`src/rtl/cw_pkg.sv`:
```
package cw_pkg;
   localparam int IR_W = 3;

   localparam logic [IR_W-1:0] OP_NORMAL  = 3'b000;
   localparam logic [IR_W-1:0] OP_BYPASS  = 3'b001;
   localparam logic [IR_W-1:0] OP_INWARD  = 3'b010;
   localparam logic [IR_W-1:0] OP_OUTWARD = 3'b011;
   localparam logic [IR_W-1:0] OP_ISOLATE = 3'b100;
   localparam logic [IR_W-1:0] OP_TAMTEST = 3'b101;

   typedef struct packed {
      logic core_drive;  // update stages drive core inputs
      logic pin_drive;   // update stages drive output pins
      logic iso_in;      // core inputs clamped
      logic iso_out;     // output pins clamped / released
      logic tam;         // chain fed from parallel access port
      logic chain_sel;   // chain sits on serial data path
      logic chain_act;   // chain responds to controls
   } cw_mode_t;

   function automatic cw_mode_t cw_decode(input logic [IR_W-1:0] op);
      cw_mode_t m;
      m = '0;
      case (op)
         OP_INWARD: begin
            m.core_drive = 1'b1;
            m.chain_sel  = 1'b1;
            m.chain_act  = 1'b1;
         end
         OP_OUTWARD: begin
            m.pin_drive = 1'b1;
            m.iso_in    = 1'b1;
            m.chain_sel = 1'b1;
            m.chain_act = 1'b1;
         end
         OP_ISOLATE: begin
            m.iso_in  = 1'b1;
            m.iso_out = 1'b1;
         end
         OP_TAMTEST: begin
            m.core_drive = 1'b1;
            m.tam        = 1'b1;
            m.chain_act  = 1'b1;
         end
         default: m = '0;
      endcase
      return m;
   endfunction
endpackage

```
`src/rtl/cw_instr_reg.sv`:
```
module cw_instr_reg
   import cw_pkg::*;
#(
   parameter logic [IR_W-1:0] RST_OP = OP_NORMAL
) (
   input  logic            clk,
   input  logic            rst,
   input  logic            sel,
   input  logic            cap,
   input  logic            shf,
   input  logic            upd,
   input  logic            si,
   output logic            so,
   output logic [IR_W-1:0] ir_q
);
   logic [IR_W-1:0] ir_sh;

   always_ff @(posedge clk) begin
      if (rst) begin
         ir_sh <= '0;
         ir_q  <= RST_OP;
      end else if (sel) begin
         if (cap)
            ir_sh <= ir_q;
         else if (shf)
            ir_sh <= {ir_sh[IR_W-2:0], si};
         if (upd)
            ir_q <= ir_sh;
      end
   end

   assign so = ir_sh[IR_W-1];
endmodule

```
`src/rtl/cw_bypass.sv`:
```
module cw_bypass (
   input  logic clk,
   input  logic rst,
   input  logic en,
   input  logic cap,
   input  logic shf,
   input  logic si,
   output logic so
);
   always_ff @(posedge clk) begin
      if (rst)
         so <= 1'b0;
      else if (en) begin
         if (cap)
            so <= 1'b0;
         else if (shf)
            so <= si;
      end
   end
endmodule

```
`src/rtl/cw_cell.sv`:
```
module cw_cell (
   input  logic clk,
   input  logic rst,
   input  logic cap,
   input  logic shf,
   input  logic upd,
   input  logic cap_d,
   input  logic si,
   output logic sh_q,
   output logic upd_q
);
   always_ff @(posedge clk) begin
      if (rst) begin
         sh_q  <= 1'b0;
         upd_q <= 1'b0;
      end else begin
         if (cap)
            sh_q <= cap_d;
         else if (shf)
            sh_q <= si;
         if (upd)
            upd_q <= sh_q;
      end
   end
endmodule

```
`src/rtl/cw_boundary_chain.sv`:
```
module cw_boundary_chain #(
   parameter int N_IN  = 4,
   parameter int N_OUT = 4
) (
   input  logic             clk,
   input  logic             rst,
   input  logic             cap,
   input  logic             shf,
   input  logic             upd,
   input  logic             si,
   input  logic [N_IN-1:0]  pin_in,
   input  logic [N_OUT-1:0] core_out,
   output logic [N_IN-1:0]  in_upd,
   output logic [N_OUT-1:0] out_upd,
   output logic             so
);
   localparam int LEN = N_IN + N_OUT;

   logic [LEN-1:0] sh;
   logic [LEN-1:0] up;
   logic [LEN-1:0] cd;
   logic [LEN-1:0] sin;

   assign cd = {core_out, pin_in};

   for (genvar j = 0; j < LEN; j++) begin : g_cell
      if (j == 0) begin : g_head
         assign sin[j] = si;
      end else begin : g_link
         assign sin[j] = sh[j-1];
      end
      cw_cell u_cell (
         .clk   (clk),
         .rst   (rst),
         .cap   (cap),
         .shf   (shf),
         .upd   (upd),
         .cap_d (cd[j]),
         .si    (sin[j]),
         .sh_q  (sh[j]),
         .upd_q (up[j])
      );
   end

   assign in_upd  = up[N_IN-1:0];
   assign out_upd = up[LEN-1:N_IN];
   assign so      = sh[LEN-1];
endmodule

```
`src/rtl/core_test_wrapper.sv`:
```
module core_test_wrapper
   import cw_pkg::*;
#(
   parameter int               N_IN    = 4,
   parameter int               N_OUT   = 4,
   parameter logic [N_IN-1:0]  ISO_IN  = 4'hA,
   parameter logic [N_OUT-1:0] ISO_OUT = 4'h5,
   parameter logic [N_OUT-1:0] OUT_TRI = 4'hC
) (
   input  logic             clk,
   input  logic             rst,
   input  logic             wsi,
   input  logic             wsel,
   input  logic             shift_en,
   input  logic             capture_en,
   input  logic             update_en,
   output logic             wso,
   input  logic             tam_in,
   output logic             tam_out,
   input  logic [N_IN-1:0]  pin_in,
   output logic [N_IN-1:0]  to_core,
   input  logic [N_OUT-1:0] core_out,
   output logic [N_OUT-1:0] pin_out,
   output logic [N_OUT-1:0] pin_oe
);
   if (N_IN < 1) begin : g_bad_in
      $error("core_test_wrapper: N_IN must be at least 1");
   end
   if (N_OUT < 1) begin : g_bad_out
      $error("core_test_wrapper: N_OUT must be at least 1");
   end

   cw_mode_t        mode;
   logic [IR_W-1:0] ir_q;
   logic            ir_so;
   logic            byp_so;
   logic            chain_so;
   logic            chain_si;
   logic            dr_act;
   logic [N_IN-1:0]  in_upd;
   logic [N_OUT-1:0] out_upd;
   logic            tam_on;
   logic            byp_on;

   assign mode     = cw_decode(ir_q);
   assign dr_act   = ~wsel & mode.chain_act;
   assign chain_si = mode.tam ? tam_in : wsi;
   assign tam_on   = mode.tam;
   assign byp_on   = ~mode.chain_sel;

   cw_instr_reg #(.RST_OP(OP_NORMAL)) u_ir (
      .clk  (clk),
      .rst  (rst),
      .sel  (wsel),
      .cap  (capture_en),
      .shf  (shift_en),
      .upd  (update_en),
      .si   (wsi),
      .so   (ir_so),
      .ir_q (ir_q)
   );

   cw_bypass u_byp (
      .clk (clk),
      .rst (rst),
      .en  (~wsel),
      .cap (capture_en),
      .shf (shift_en),
      .si  (wsi),
      .so  (byp_so)
   );

   cw_boundary_chain #(.N_IN(N_IN), .N_OUT(N_OUT)) u_chain (
      .clk      (clk),
      .rst      (rst),
      .cap      (dr_act & capture_en),
      .shf      (dr_act & shift_en),
      .upd      (dr_act & update_en),
      .si       (chain_si),
      .pin_in   (pin_in),
      .core_out (core_out),
      .in_upd   (in_upd),
      .out_upd  (out_upd),
      .so       (chain_so)
   );

   for (genvar i = 0; i < N_IN; i++) begin : g_in_term
      always_comb begin
         if (mode.iso_in)
            to_core[i] = ISO_IN[i];
         else if (mode.core_drive)
            to_core[i] = in_upd[i];
         else
            to_core[i] = pin_in[i];
      end
   end

   for (genvar k = 0; k < N_OUT; k++) begin : g_out_term
      always_comb begin
         if (mode.iso_out)
            pin_out[k] = ISO_OUT[k];
         else if (mode.pin_drive)
            pin_out[k] = out_upd[k];
         else
            pin_out[k] = core_out[k];
         pin_oe[k] = ~(mode.iso_out & OUT_TRI[k]);
      end
   end

   assign wso     = wsel ? ir_so : (mode.chain_sel ? chain_so : byp_so);
   assign tam_out = mode.tam & chain_so;
endmodule

```
`config.mk`:
```
export PLATFORM = sky130hd
export DESIGN_NAME = core_test_wrapper
export DESIGN_NICKNAME = d
export VERILOG_FILES = /design/src/rtl/cw_pkg.sv /design/src/rtl/cw_instr_reg.sv /design/src/rtl/cw_bypass.sv /design/src/rtl/cw_cell.sv /design/src/rtl/cw_boundary_chain.sv /design/src/rtl/core_test_wrapper.sv
export SDC_FILE = /design/constraint.sdc
export NUM_CORES = 1
export LEC_CHECK = 0
export BUFFER_PORTS_ARGS = -buffer_cell sky130_fd_sc_hd__buf_2
export CORE_ASPECT_RATIO = 0.7
export CORE_MARGIN = 5
export CORE_UTILIZATION = 58
export DETAILED_ROUTE_END_ITERATION = 7
export GPL_ROUTABILITY_DRIVEN = 0
export GPL_TIMING_DRIVEN = 0
export PLACE_DENSITY = 0.88
export SLEW_MARGIN = 20
export SYNTH_ARGS = -nofsm -noshare
export SYNTH_HDL_FRONTEND = slang
export SYNTH_SLANG_ARGS = --single-unit
```
`constraint.sdc`:
```
create_clock -name clk -period 2.5 [get_ports clk]
set_input_delay 0.5 -clock clk [delete_from_list [all_inputs] [get_ports clk]]
set_output_delay 0.5 -clock clk [all_outputs]
set_load 0.02 [all_outputs]
```
* After elaboration in Yosys (flattened, before gate mapping) *
Cells that the tools add are included.

word-level totals
  flip-flop bits (word level) = 23
  output and inout port bits = 14
  logic and storage cells = 85

cells by class
  bitwise logic cells = 7
  equal/unequal tests = 4
  muxes and demuxes = 46
  reduce and logical (&&, ||, !) cells = 9

operators by type and width
  cell                                            number
  two-way mux 1 bit                               44
  == test 3 x 2 -> 1 bit (second input constant)  2
  == test 3 bit (second input constant)           2
  two-way mux 3 bit                               2
  AND reduction 2 bit                             3
  OR reduction 2 bit                              3
  bitwise AND 1 bit                               5
  nonzero test 2 bit                              2
  OR reduction 3 bit                              1
  NOT 1 bit                                       2

* Longest topological paths before layout *
Gate-level depths: netlist of the first run.

  word-level depth = 7
  depth in mapped cells = 6
  gate-level depth less buffers = 3

* Cells and area by module *
From an unflattened synthesis of the first run, not the netlist that was laid out.

unflattened totals
  cells, all modules = 157
  area, all modules = 1436.4 µm²

by module, submodules not included
  module             cells each  times used  area an instance (µm²)  sequential area each (µm²)
  cw_cell            8           8           86.3                    40.0
  core_test_wrapper  62          1           452.9                   0.0
  cw_instr_reg       26          1           244.0                   120.1
  cw_bypass          5           1           48.8                    20.0

* Least setup slack after synthesis of the first run *
OpenSTA, ideal clock, no wires.

  path type = flip-flop to output port
  from = register u_ir.ir_q[1]
  to = output pin_out[1]
  arrival = 1.326 ns
  path slack = 0.674 ns
  stages on the path, launching flop included = 4
  path buffers = 1
  cell sequence = dfxtp_1 -> buf_2 -> o21ai_0 -> a211oi_1

between the ends
  longest elaborated chain between the ends = 4

RTL lines
  element                 line                      source
  start, declared         cw_instr_reg.sv:14        output logic [IR_W-1:0] ir_q
  start signal, assigned  cw_instr_reg.sv:28        ir_q <= ir_sh;
  == test 3 x 2 -> 1 bit  cw_pkg.sv:24              case (op)
  two-way mux 1 bit       cw_pkg.sv:24
  two-way mux 1 bit       core_test_wrapper.sv:102  else if (mode.pin_drive)
  two-way mux 1 bit (*)   core_test_wrapper.sv:100  if (mode.iso_out)
  end, declared           core_test_wrapper.sv:23   output logic [N_OUT-1:0] pin_out,

Every way passes the cells marked *; elsewhere a longest branch is shown, timed or not.

* Worst setup path in the final report of the first run *
  from = register u_ir.ir_q[1]
  to = output to_core[3]

between the ends
  longest elaborated chain between the ends = 5

RTL lines
  element                                                  line                     source
  == test 3 bit or == test 3 x 2 -> 1 bit (tied branches)  cw_pkg.sv:24
  OR reduction 2 bit (no source line)                      --
  two-way mux 1 bit                                        cw_pkg.sv:24
  two-way mux 1 bit                                        core_test_wrapper.sv:91  else if (mode.core_drive)
  two-way mux 1 bit (*)                                    core_test_wrapper.sv:89  if (mode.iso_in)
  end, declared                                            core_test_wrapper.sv:21  output logic [N_IN-1:0] to_core,

Marked as above.

==> results of run 1 <==
cells in the final DEF, fill, tap and decap left out, types with 2 or more instances in the layout:
cell / count
buf_2: 32
dfxtp_1: 23
nand2b_1: 20
a211oi_1: 19
mux2i_1: 13
inv_1: 10
nand2_1: 9
nor2_1: 8
a2111oi_2: 8
a21oi_1: 6
buf_4: 5
clkbuf_1: 4
o21a_1: 4
nand3_1: 4
clkbuf_8: 3
buf_6: 2
o21ai_0: 2
nor3_1: 2
a221o_1: 2
nor2b_1: 2
o22ai_1: 2
o21ai_1: 2
conb_1: 2
where the power goes:
part	internal, µW	switching, µW
clock	111	122
sequential	373	6.04
combinational	51.7	76.7
how the worst max path moves through the flow:
stage | to | slack [ps] | cells after the start | start
6_report | to_core[3] | 290 | 5 | u_ir.ir_q[1]$_SDFFE_PP0P_
5_1_grt | to_core[3] | 200 | 5 | u_ir.ir_q[1]$_SDFFE_PP0P_
4_1_cts | to_core[3] | 300 | 5 | u_ir.ir_q[1]$_SDFFE_PP0P_
3_5_place_dp | to_core[3] | 610 | 5 | u_ir.ir_q[1]$_SDFFE_PP0P_
3_3_place_gp | to_core[3] | 620 | 5 | u_ir.ir_q[1]$_SDFFE_PP0P_
2_1_floorplan | pin_out[1] | 670 | 3 | u_ir.ir_q[1]$_SDFFE_PP0P_
stage by stage:
step | setup WS [ps] | total power (µW)
after CTS | 296 | 743
after global routing | 200 | 771
after detailed placement | 610 | 515
after global placement | 624 | 510
final | 286 | 741
after floorplan | 674 | 471
state kept, by name, summed over array words and instances (netlist names):
signal	flops
u_byp.so	1
u_chain.g_cell.u_cell.sh_q	8
u_chain.g_cell.u_cell.upd_q	8
u_ir.ir_q	3
u_ir.ir_sh	3
kinds of logic after synthesis:
logic type,after synthesis,synth area share [%]
other,1,0.251
flip-flops,23,30.9
AO/OA/AOI/OAI,53,30.6
XOR/XNOR,1,0.587
multiplexers,13,8.72
AND/OR/NAND/NOR,50,19.5
buffers and inverters,27,9.48
per-layer routing:
layer,track usage (%),up-vias
li1,-,675
met1,27.6,636
met2,34.2,57
met3,4.98,2
met4,4.69,0
met5,0,-
area by class of cell:
cell class,instances,share of cell area (%)
multi-input cells,119,52.0
well taps,34,2.47
clock inverters,1,0.291
inverters,10,2.18
flip-flops and latches,23,26.8
plain buffers,17,6.04
repair buffers,27,7.86
clock buffers,3,2.40
worst max-delay path: stages, from the launching register on:
cell      delay [ps]
dfxtp_1          500
nand3b_4         210
buf_2            230
o21a_1           180
o22a_1           150
buf_2            160
==> flow_summary.yaml, run 1 <==
cells_and_area:
  fillCellCount: 210
  drive_gt1_share_pct: 27.5
  design_area_um2: 1720
  syn_to_final_growth_pct: 15.3
  layout.nets: 217
  multi_input_area_um2: 893
  diodes: 0
  final_core_util_pct: 69.9
  final_cells: 234
  seq_area_um2: 460
power_and_ir_drop:
  leakagePower_uw: 0.000626
  p_per_area_nw_per_um2: 431
  vdd_drop_max_v: 0.000378
floorplan:
  rows: 15
  start_util_pct: 60.7
  io_pins: 30
  core-area_um2: 2460
  die_x_um: 70.6
  fp.dieH_um: 52.4
  dieArea_um2: 3700
place:
  port_buffers: 27
  dpl_cell_area_um2: 1670
  dp_hpwl_mm: 2.77
  dp_cells: 230
sta:
  hold_viol_final: 0
  relSlewSlack_pct: 61.1
  fmax_mhz: 452
  worst_pin_slew_ps: 583
  tns_ps: 0
  rsz0062_at_grt: "false"
  timing.hold.ws_ps: 476
  finalCriticalPeriod_ps: 2210
  skew_ps: 3.44
  maxSlewViolCount: 0
  setup_violations: 0
  period_share_pct: 88.6
yosys:
  yosysMostFrequentCell: "dfxtp_1"
  synth.distinct_cells: 37
  synth_top_flop_cell: "dfxtp_1"
  ys_warn_count: 0
  syn_area_per_cell_um2: 8.88
  yosysTopAreaCellShare_pct: 30.9
  synth_seq_cells: 23
  synth.area.top_cells: "dfxtp_1 (31%), a211oi_1 (9.6%), mux2i_1 (8.7%), nand2b_1 (8.4%), a2111oi_2 (8.1%)"
  ys_async_sr_fraction_pct: 0
  synth_common_cells: "dfxtp_1 (23), nand2b_1 (20), a211oi_1 (19)"
  syn_inst: 168
  synth_top_area_cell: "dfxtp_1"
  syn_area_um2: 1490
  synth_edf_count: 0
  ys_seq_area_share_pct: 30.9
routing:
  met1_length_mm: 1.61
  routed_wl_mm: 3.66
  drtPass1Iterations: 4
  wl_per_cell_um: 15.6
  drt_iter0_markers: 63
  via_per_inst: 5.85
  topRoutingLayerUsed: "met4"
  num_vias: 1370
  drc: 0
  dr_wl_met3_um: 327
  wl_met2_mm: 1.72
  ant_nets: 0
setup_path:
  crit_arrival_ps: 1710
  timing.rr.start: "u_ir.ir_q[1]$_SDFFE_PP0P_"
  worstSetupStartpointType: "register"
  worst-r2r-cell-count: 4
  rrSetupSlack_ps: 1000
  path_class: "reg -> out"
  cp-end-kind: "output port"
  crit_fanout: 10
  r2r_end: "u_chain.g_cell[0].u_cell.upd_q$_SDFFE_PP0P_"
  crit_required_ps: 2000
grt:
  grt_max_degree: 14
  antenna_found_initial: 0
  grt_use_total_pct: 20.7
  grt_pass1_vias: 1271
  grt-ovfl-total: 0
  grt_pass1_wl_mm: 5.99
clock_network:
  hold_buffers: 0
  cts_root_buf: "clkbuf_8"
  cts_buffers: 3
  clkLatencyLatePin_ps: 270
  h-tree-depth: 1
  clockBufferDepth: 2
  tritoncts: "yes"
  cts_sinks: 23
  cts_setup_buffers: 0
  cts_resized: 0
  clkTransAtPathRegs_ps: 80
min_path:
  holdPathStages: 2
  min_from: "u_chain.g_cell[3].u_cell.upd_q$_SDFFE_PP0P_"
  holdPathEnd: "u_chain.g_cell[3].u_cell.upd_q$_SDFFE_PP0P_"
  hp-class: "reg -> reg"
run_status:
  outcome: "finished, final reports clean"
flow_run:
  maxCapViolations: 0
No activity file was read; power rests on OpenSTA's default activity.
==> run 2: changes to the inputs <==
- BUFFER_PORTS_ARGS: -buffer_cell sky130_fd_sc_hd__buf_2 -> -buffer_cell sky130_fd_sc_hd__clkbuf_2
- CORE_MARGIN: 5 -> unset
==> run 2 against run 1 <==
Effect of this change: combinational power hardly changed; clock power decreased by 21%; utilization up 4.6 points; fmax down 2.3%; total power shrank 6.8%; critical path type unchanged; critical endpoint unchanged; sequential cell count did not move; setup slack got worse by 52 ps; highest routed layer unchanged; largest power group unchanged; sequential power is essentially flat.
==> flow_summary.yaml, run 2 (same netlist as run 1, synthesis figures left out) <==
run_status:
  outcome: "finished, final reports clean"
sta:
  fmax_mhz: 441
  relSlewSlack_pct: 60.0
  maxSlewViolCount: 0
  hold_viol_final: 0
  finalCriticalPeriod_ps: 2270
  skew_ps: 6.06
  setup_violations: 0
  period_share_pct: 90.6
  timing.hold.ws_ps: 478
  setup_ws_ps: 234
  tns_ps: 0
  rsz0062_at_grt: "false"
  worst_pin_slew_ps: 601
routing:
  drc: 0
  wl_per_cell_um: 15.4
  via_per_inst: 6.02
  ant_nets: 0
  routed_wl_mm: 3.58
  drt_iter0_markers: 70
  drtPass1Iterations: 4
  num_vias: 1397
setup_path:
  worstSetupStartpointType: "register"
  path_class: "reg -> out"
  crit_required_ps: 2000
  rrSetupSlack_ps: 970
  r2r_end: "u_chain.g_cell[5].u_cell.sh_q$_SDFFE_PP0P_"
  crit_fanout: 10
  crit_arrival_ps: 1770
  worst-r2r-cell-count: 6
  cp-end-kind: "output port"
  timing.rr.start: "u_ir.ir_q[2]$_SDFFE_PP0P_"
  startpoint: "u_ir.ir_q[1]$_SDFFE_PP0P_"
floorplan:
  die_x_um: 62.6
  start_util_pct: 65.5
  rows: 14
  io_pins: 30
  dieArea_um2: 2780
  fp.dieH_um: 44.4
  core-area_um2: 2280
grt:
  grt-ovfl-total: 0
  grt_use_total_pct: 28.0
  antenna_found_initial: 0
  grt_pass1_vias: 1308
  grt_pass1_wl_mm: 5.98
  grt_max_degree: 13
power_and_ir_drop:
  vdd_drop_max_v: 0.000360
  p_per_area_nw_per_um2: 407
  p_total_uw: 691
  leakagePower_uw: 0.000621
cells_and_area:
  diodes: 0
  drive_gt1_share_pct: 27.0
  most-common-layout-cells: "clkbuf_2 (27), dfxtp_1 (23), nand2b_1 (20), a211oi_1 (19), mux2i_1 (13)"
  mostFrequentLayoutCell: "clkbuf_2"
  syn_to_final_growth_pct: 13.8
  reg.largest.list: "u_chain.g_cell.u_cell.sh_q x8, u_chain.g_cell.u_cell.upd_q x8"
  layout.nets: 217
clock_network:
  cts_sinks: 23
  clockBufferDepth: 2
  clkLatencyLatePin_ps: 320
  tritoncts: "yes"
  hold_buffers: 0
  cts_buffers: 3
  clkTransAtPathRegs_ps: 140
  cts_setup_buffers: 0
  h-tree-depth: 1
  cts_resized: 0
  cts_root_buf: "clkbuf_4"
min_path:
  min_from: "update_en"
  holdPathEnd: "u_ir.ir_q[0]$_SDFFE_PP0P_"
  hp-class: "in -> reg"
  holdPathStages: 3
place:
  port_buffers: 27
  dp_hpwl_mm: 2.69
  pre_cts_slack_ps: 625
flow_run:
  maxCapViolations: 0
[run 2: cell types whose count changed in the layout (fill, tap and decap cells not counted)]
cell / previous run / this run
clkbuf_2: 0 / 27
clkbuf_1: 4 / 5
buf_2: 32 / 5
clkbuf_8: 3 / 0
clkbuf_4: 0 / 3
clkinv_2: 1 / 0
[run 2: how the worst max path moves through the flow]
stage	to	slack [ps]	cells past startpoint
global placement	to_core[3]	660	5
global route	to_core[2]	90	5
floorplan	pin_out[1]	670	3
CTS	to_core[2]	240	5
detailed placement	to_core[2]	620	5
finish	to_core[3]	230	5
[run 2: layout make-up]
class	instances	area (µm²)
clock buffer	4	26.3
tap	32	40.0
fill	182	581
buffer	17	104
sequential	23	460
multi-input combinational	119	893
timing repair buffer	27	135
inverter	10	37.5
[run 2: critical path, cell delays in order (launching register included)]
cell and delay (ps):
dfxtp_1 520, nand3b_4 220, buf_2 230, o21a_1 180, o22a_1 140, clkbuf_2 160
[run 2: routing by layer]
metal	part of all wire, %	track usage (%)
met1	47	36.0
met2	46	48.7
met3	5.9	5.93
met4	1.0	7.44
met5	0	0
[run 2: power by group]
part           leakage (µW)  internal, µW  switching [µW]  total [µW]
registers          0.000186           373            6.18         380
logic              0.000420          51.3            76.1         127
clock network     0.0000150          62.5             121         184
total              0.000621           487             203         691
[run 2: stage by stage]
step / std cells / util [%] / instance area, µm²
2_1_floorplan: 169 / - / 1500
3_3_place_gp: 228 / 73.4 / 1670
3_5_place_dp: 228 / 73.4 / 1670
4_1_cts: 232 / 74.5 / 1700
5_1_grt: 232 / 74.5 / 1700
6_report: 232 / 74.5 / 1700
